$ cat config.mk
export PLATFORM = sky130hd
export DESIGN_NAME = bcd_rtc_core
export DESIGN_NICKNAME = d
export VERILOG_FILES = /design/src/rtl/bcd_rtc_core.sv
export SDC_FILE = /design/constraint.sdc
export NUM_CORES = 1
export LEC_CHECK = 0
export ABC_AREA = 1
export CAP_MARGIN = 20
export CORE_MARGIN = 5
export CORE_UTILIZATION = 55
export DETAILED_ROUTE_END_ITERATION = 10
export DONT_BUFFER_PORTS = 1
export GPL_TIMING_DRIVEN = 0
export PLACE_DENSITY = 0.74
export SYNTH_ARGS = -nofsm -noshare
export SYNTH_HDL_FRONTEND = slang
export SYNTH_SLANG_ARGS = --single-unit
$ cat constraint.sdc
create_clock -name clk -period 2.81 [get_ports clk]
set_input_delay 0.281 -clock clk [delete_from_list [all_inputs] [get_ports clk]]
set_output_delay 0.281 -clock clk [all_outputs]
set_load 0.05 [all_outputs]
$ cat src/rtl/bcd_rtc_core.sv
module bcd_rtc_core (
  input  logic        clk,
  input  logic        rst_n,
  input  logic        tick,
  input  logic        wr_en,
  input  logic [7:0]  wr_sec,
  input  logic [7:0]  wr_min,
  input  logic [7:0]  wr_hour,
  input  logic [7:0]  wr_dow,
  input  logic [7:0]  wr_date,
  input  logic [7:0]  wr_month,
  input  logic [7:0]  wr_year,
  output logic [63:0] time_vec
);

  logic [7:0] hund, year;
  logic [6:0] sec, min;
  logic [5:0] hour, date;
  logic [4:0] month;
  logic [2:0] dow;
  logic       stop, cen, cflag;

  function automatic logic [7:0] binc(input logic [7:0] v);
    binc = (v[3:0] == 4'd9) ? {v[7:4] + 4'd1, 4'd0} : {v[7:4], v[3:0] + 4'd1};
  endfunction

  logic [7:0] hund_n, sec_n, min_n, hour_n, date_n, month_n, year_n;
  assign hund_n  = binc(hund);
  assign sec_n   = binc({1'b0, sec});
  assign min_n   = binc({1'b0, min});
  assign hour_n  = binc({2'b00, hour});
  assign date_n  = binc({2'b00, date});
  assign month_n = binc({3'b000, month});
  assign year_n  = binc(year);

  logic leap;
  assign leap = year[4] ? (year[3:0] == 4'd2 || year[3:0] == 4'd6)
                        : (year[3:0] == 4'd0 || year[3:0] == 4'd4 || year[3:0] == 4'd8);

  logic [5:0] mlen;
  always_comb begin
    case (month)
      5'h02:                         mlen = leap ? 6'h29 : 6'h28;
      5'h04, 5'h06, 5'h09, 5'h11:    mlen = 6'h30;
      default:                       mlen = 6'h31;
    endcase
  end

  logic run, c_s, c_m, c_hr, c_d, c_mo, c_y;
  assign run  = tick & ~stop & ~wr_en;
  assign c_s  = run  & (hund  == 8'h99);
  assign c_m  = c_s  & (sec   == 7'h59);
  assign c_hr = c_m  & (min   == 7'h59);
  assign c_d  = c_hr & (hour  == 6'h23);
  assign c_mo = c_d  & (date  == mlen);
  assign c_y  = c_mo & (month == 5'h12);

  always_ff @(posedge clk) begin
    if (!rst_n) begin
      hund  <= 8'h00;
      sec   <= 7'h00;
      stop  <= 1'b0;
      min   <= 7'h00;
      hour  <= 6'h00;
      cen   <= 1'b0;
      cflag <= 1'b0;
      dow   <= 3'd1;
      date  <= 6'h01;
      month <= 5'h01;
      year  <= 8'h00;
    end else if (wr_en) begin
      hund  <= 8'h00;
      sec   <= wr_sec[6:0];
      stop  <= wr_sec[7];
      min   <= wr_min[6:0];
      hour  <= wr_hour[5:0];
      cen   <= wr_hour[7];
      cflag <= wr_hour[6];
      dow   <= wr_dow[2:0];
      date  <= wr_date[5:0];
      month <= wr_month[4:0];
      year  <= wr_year;
    end else begin
      if (run)  hund  <= (hund == 8'h99) ? 8'h00 : hund_n;
      if (c_s)  sec   <= (sec == 7'h59) ? 7'h00 : sec_n[6:0];
      if (c_m)  min   <= (min == 7'h59) ? 7'h00 : min_n[6:0];
      if (c_hr) hour  <= (hour == 6'h23) ? 6'h00 : hour_n[5:0];
      if (c_d)  dow   <= (dow == 3'd7) ? 3'd1 : dow + 3'd1;
      if (c_d)  date  <= (date == mlen) ? 6'h01 : date_n[5:0];
      if (c_mo) month <= (month == 5'h12) ? 5'h01 : month_n[4:0];
      if (c_y)  year  <= (year == 8'h99) ? 8'h00 : year_n;
      if (c_y && cen) cflag <= ~cflag;
    end
  end

  assign time_vec = {year, 3'b000, month, 2'b00, date, 5'b00000, dow,
                     cen, cflag, hour, 1'b0, min, stop, sec, hund};

  // frozen counter ignores ticks
  a_r8_stop_freeze: assert property (@(posedge clk) disable iff (!rst_n)
    (stop && !wr_en) |=> $stable(time_vec));

  // a load leaves hundredths at 00
  a_r9_load_clears_hund: assert property (@(posedge clk) disable iff (!rst_n)
    wr_en |=> (time_vec[7:0] == 8'h00));

  // seconds move only when hundredths wraps
  a_r2_sec_on_wrap: assert property (@(posedge clk) disable iff (!rst_n)
    (!wr_en && !(tick && !stop && hund == 8'h99)) |=> $stable(time_vec[14:8]));

  // century flag holds while the enable is clear
  a_r7_century_hold: assert property (@(posedge clk) disable iff (!rst_n)
    (!wr_en && !cen) |=> $stable(cflag));

  // day of week never counts into zero
  a_r4_dow_nonzero: assert property (@(posedge clk) disable iff (!rst_n)
    (!wr_en && dow != 3'd0) |=> (time_vec[39:32] != 8'h00));

  // month never counts into zero
  a_r6_month_nonzero: assert property (@(posedge clk) disable iff (!rst_n)
    (!wr_en && month != 5'h00) |=> (time_vec[55:48] != 8'h00));

endmodule

* Yosys cells after proc, flatten, opt, wreduce, memory -nomap -nowiden
Cells that the tools add are included.
** Word-level totals
- Flip-flop bits (word level) :: 53
- Latch bits :: 0
- RAM bits :: 0
- Memory bits (read-only) :: 0
- Output and inout port bits :: 64
- Logic and storage cells :: 131
- Memories kept :: 0
** Cells by class
- Add/sub/neg operators :: 15
- $mul :: 0
- Divide/modulo/power cells :: 0
- Order comparisons :: 0
- Eq/ne operators :: 24
- Shift operators :: 0
- Mux-type cells :: 34
- Bitwise logic cells :: 12
- Reductions and logical operators :: 28
** Operators by type and width (count)
- $mux W7 :: 8
- $mux W6 :: 8
- $mux W8 :: 6
- $add A4 B1 Y4 const B :: 9
- $eq A4 B4 Y1 const B :: 8
- $mux W5 :: 4
- $reduce_bool A3 Y1 :: 6
- $eq A8 B8 Y1 const B :: 2
- $reduce_bool A2 Y1 :: 8
- $eq A7 B7 Y1 const B :: 2
- $reduce_and A2 Y1 :: 7
- $eq A5 B3 Y1 const B :: 2
- $eq A5 B5 Y1 const B :: 2
- $pmux W5 S2 :: 1
- $add A3 B1 Y3 const B :: 3
- $mux W3 :: 3
- $and A1 B1 Y1 :: 8
- $eq A4 B3 Y1 const B :: 2
- $eq A6 B6 Y1 :: 1
- $eq A6 B6 Y1 const B :: 1
- $eq A5 B2 Y1 const B :: 1
- $eq A5 B4 Y1 const B :: 1
- $add A2 B1 Y2 const B :: 2
- $eq A4 B2 Y1 const B :: 1
- 9 further kinds :: 17

* Logic depth before layout (Yosys ltp)
- Depth in word-level cells :: 12
- Gate-level depth with buffers :: 14

* Worst setup path before layout
OpenSTA, ideal clock, no wires.
- Kind :: register to register
- From :: register hund[0]
- To :: register hour[5]
- Data arrival time :: 1983 ps
- Required time :: 2691 ps
- Path slack :: 708 ps
- Stages on the path, launching flop included :: 13
- Buffers on the path :: 0
- Period minus slack after synthesis :: 2102 ps
- Path through :: dfxtp_1 ha_1 nand2_1 nor2_1 nand2_1 nor2_4 nand3_2 nand2_2 inv_2 nor2_1 inv_1 a211oi_1 nor2_1
** On the way
- Word-level cells in the longest chain between the ends :: 6
** Ends and longest elaborated chain
- start: declaration :: RTL line 16 : logic [7:0] hund, year;
- start signal: assignment :: RTL line 84 : if (run) hund <= (hund == 8'h99) ? 8'h00 : hund_n;
- $eq A8 B8 Y1 :: RTL line 51 : assign c_s = run & (hund == 8'h99);
- $and A1 B1 Y1 :: RTL line 51
- $and A1 B1 Y1 :: RTL line 52 : assign c_m = c_s & (sec == 7'h59);
- $and A1 B1 Y1 :: RTL line 53 : assign c_hr = c_m & (min == 7'h59);
- $reduce_bool A2 Y1 (no source line)
- $reduce_and A2 Y1 (no source line)
- end signal: assignment :: RTL line 76 : hour <= wr_hour[5:0];
- end signal: assignment :: RTL line 87 : if (c_hr) hour <= (hour == 6'h23) ? 6'h00 : hour_n[5:0];
- end: declaration :: RTL line 18 : logic [5:0] hour, date;
No other way between the ends.
A chain may end at the register's enable or synchronous reset.

* Worst setup path in the final report
- From :: register hund[0]
- To :: register year[1]
** On the way
- Word-level cells in the longest chain between the ends :: 8
** Ends and longest elaborated chain
- $eq A8 B8 Y1 :: RTL line 51
- $and A1 B1 Y1 :: RTL line 51
- $and A1 B1 Y1 :: RTL line 52
- $and A1 B1 Y1 :: RTL line 53
- $and A1 B1 Y1 :: RTL line 54 : assign c_d = c_hr & (hour == 6'h23);
- $and A1 B1 Y1 :: RTL line 55 : assign c_mo = c_d & (date == mlen);
- $and A1 B1 Y1 :: RTL line 56 : assign c_y = c_mo & (month == 5'h12);
- $reduce_bool A2 Y1 (no source line)
- end signal: assignment :: RTL line 82 : year <= wr_year;
- end signal: assignment :: RTL line 91 : if (c_y) year <= (year == 8'h99) ? 8'h00 : year_n;
- end: declaration :: RTL line 16
No other way between the ends.

==> metrics <==
status=completed; CP Class=reg2reg; Async S/R FF share, synth=0%; core box area=6280 µm²; CTS resizes=0; PD cells=485 nW/µm²; CP Capture Type=flop; crit-path max FO=10; achievable clock frequency=408 MHz; Final Setup Violations=0; clock skew=0.00559 ns; most common cell after layout, fill and taps aside=nand2_1; Die Wd=90.0 µm; Max clock buf depth=2; unrepaired setup endpoints after global routing=false; CTS Sinks=53; DR iter-0 viols=186; max-capacitance violation count=0; site row count=29; Max-slew headroom=50.5%; post-synthesis register bit count=53; IO Port Bufs=0; Mapped Cells=506; WHS=0.109 ns; CTS tree=yes; RePlAce Congestion=0.852; Final HPWL DP=7.08 mm; slowest cell on the critical path=dfxtp_1; Startpoint Class=flop; Initial DRT Pass Iterations=4; Top Ports=124; DRC viols=0; initial antenna violation count=0; Initial Util=56.0%; min cycle time layout=2.45 ns; H-tree Lvls=2; area delta synth->final=7.01%; vias in the first global route=3085; ys flop type=dfxtp_1; via count=3268; first-pass GRT wire length=15.0 mm; Crit path buffers/inverters=1; final hold viol count=0; synthesized area=3520 µm²; drt via density=5.44; Post-CTS Setup Inserts=0; layout cells sized above 1=10.9%; most frequent CP cell=nor2_1; Lkg Pwr=0.00168 µW; Core Util, Final=60.0%; Die Area=8100 µm²; n_diodes=0; critical path's top delay family=simple AND/OR/NAND/NOR gates; Antenna Nets Post-Route=0; largest net degree at the start of global routing=18; GR Overflow Total=0; clock root buffer=clkbuf_8; Peak VDD IR=0.292 mV; WP data arrival=2.66 ns; Worst Max-Slew Pin Slew=0.742 ns; commonest cells after routing, fill and taps aside=88 x nand2_1, 69 x nor2_1, 57 x inv_1; Hold Buf Count CTS=0; fin. max-slew vios=0; Worst path max stage delay=0.74 ns; TritonCTS buffer count=5; Yosys warnings=0; Mapped Avg Cell Area=6.95 µm²; Nets=604; Required @ worst endpoint=3.02 ns; worst hold path class=in2reg; total negative slack=0 ns; Total GRT Usage=22.0%; Post-synth EDFFs=0; die height=90.0 µm; period utilization=87.2%; drt total wl=9.14 mm; register area share after synthesis=30.2%; clk_lat worst skew=0.31 ns; Yosys cell types=37; wire per inst=15.2 µm; CP Cell Sequence=ha_1, nand2_1, nor2_1, nand2_1, nor2_4, nand3_2, nor2_1, nand4_1, nand2_2, inv_2, nor2_1, nor2_1; clk slew on worst S/H paths=0.10 ns
## kinds of logic after synthesis
group,synth area share [%]
AOI/OAI and AO/OA,14.8
xor gates and xnor gates,4.98
adders and majority gates,7.47
buffers and inverters,12.0
DFF,30.2
other,0.107
and+or+nand+nor,30.4
## metrics by stage
step                worst slack [ns]  instance area (µm²)  total power [µW]  std cells
floorplan                      0.708                 3560              1230        516
global placement               0.373                 3650              1280        593
detailed placement             0.362                 3650              1290        593
CTS                            0.346                 3760              1830        601
global route                   0.155                 3760              1910        601
finish                         0.359                 3760              1830        601
## layout make-up
type	count	area (µm²)
Sequential cell	53	1060
Clock inverter	3	43.8
Fill cell	618	2510
Inverter	63	241
Multi-Input combinational cell	372	2070
Tap cell	77	96.3
Buffer	28	181
Clock buffer	5	68.8
## cell usage after synthesis, types with 5 or more instances
master,instances,area [µm²]
a21oi_1,30,150
nand4_1,7,43.8
inv_2,5,18.8
ha_1,21,263
nand2_2,5,31.3
xnor2_1,5,43.8
nor2_1,69,259
inv_1,57,214
nor3_1,9,45.0
a211oi_1,8,60.1
dfxtp_1,53,1060
clkbuf_1,9,33.8
xor2_1,15,131
nand3_1,32,160
buf_4,16,120
nand2_1,88,330
o21ai_0,33,165
a22oi_1,5,37.5
## worst paths after layout
kind         slack (ns)  cells after the start       from       to
max                0.36                     12    hund[0]  year[1]
min                0.11                      2  wr_sec[2]   sec[2]
max reg2reg        0.36                     12    hund[0]  year[1]
min reg2reg        0.56                      4      cflag    cflag
## power breakdown
part	total, µW	switching, µW	internal [µW]
logic	306	204	102
registers	971	181	789
clock network	549	281	268
total	1830	666	1160
## per-layer routing
metal	vias up	global-route usage [%]	part of all wire, %
met3	12	7.18	7.9
li1	1653	-	-
met5	-	0	0
met4	0	5.58	1.5
met2	114	36.2	46
met1	1489	27.7	44
## sequential cells by signal, indices dropped and copies added, names as in the netlist
signal / cells
hund: 8
year: 8
min: 7
sec: 7
date: 6
hour: 6
month: 5
dow: 3
cen: 1
cflag: 1
stop: 1
## worst register-to-register path, cell delays in order (launching register included)
cell,delay (ns)
dfxtp_1,0.74
ha_1,0.25
nand2_1,0.05
nor2_1,0.18
nand2_1,0.12
nor2_4,0.15
nand3_2,0.12
nor2_1,0.17
nand4_1,0.14
nand2_2,0.22
inv_2,0.09
nor2_1,0.09
nor2_1,0.05
No activity file was read; power rests on OpenSTA's default activity.
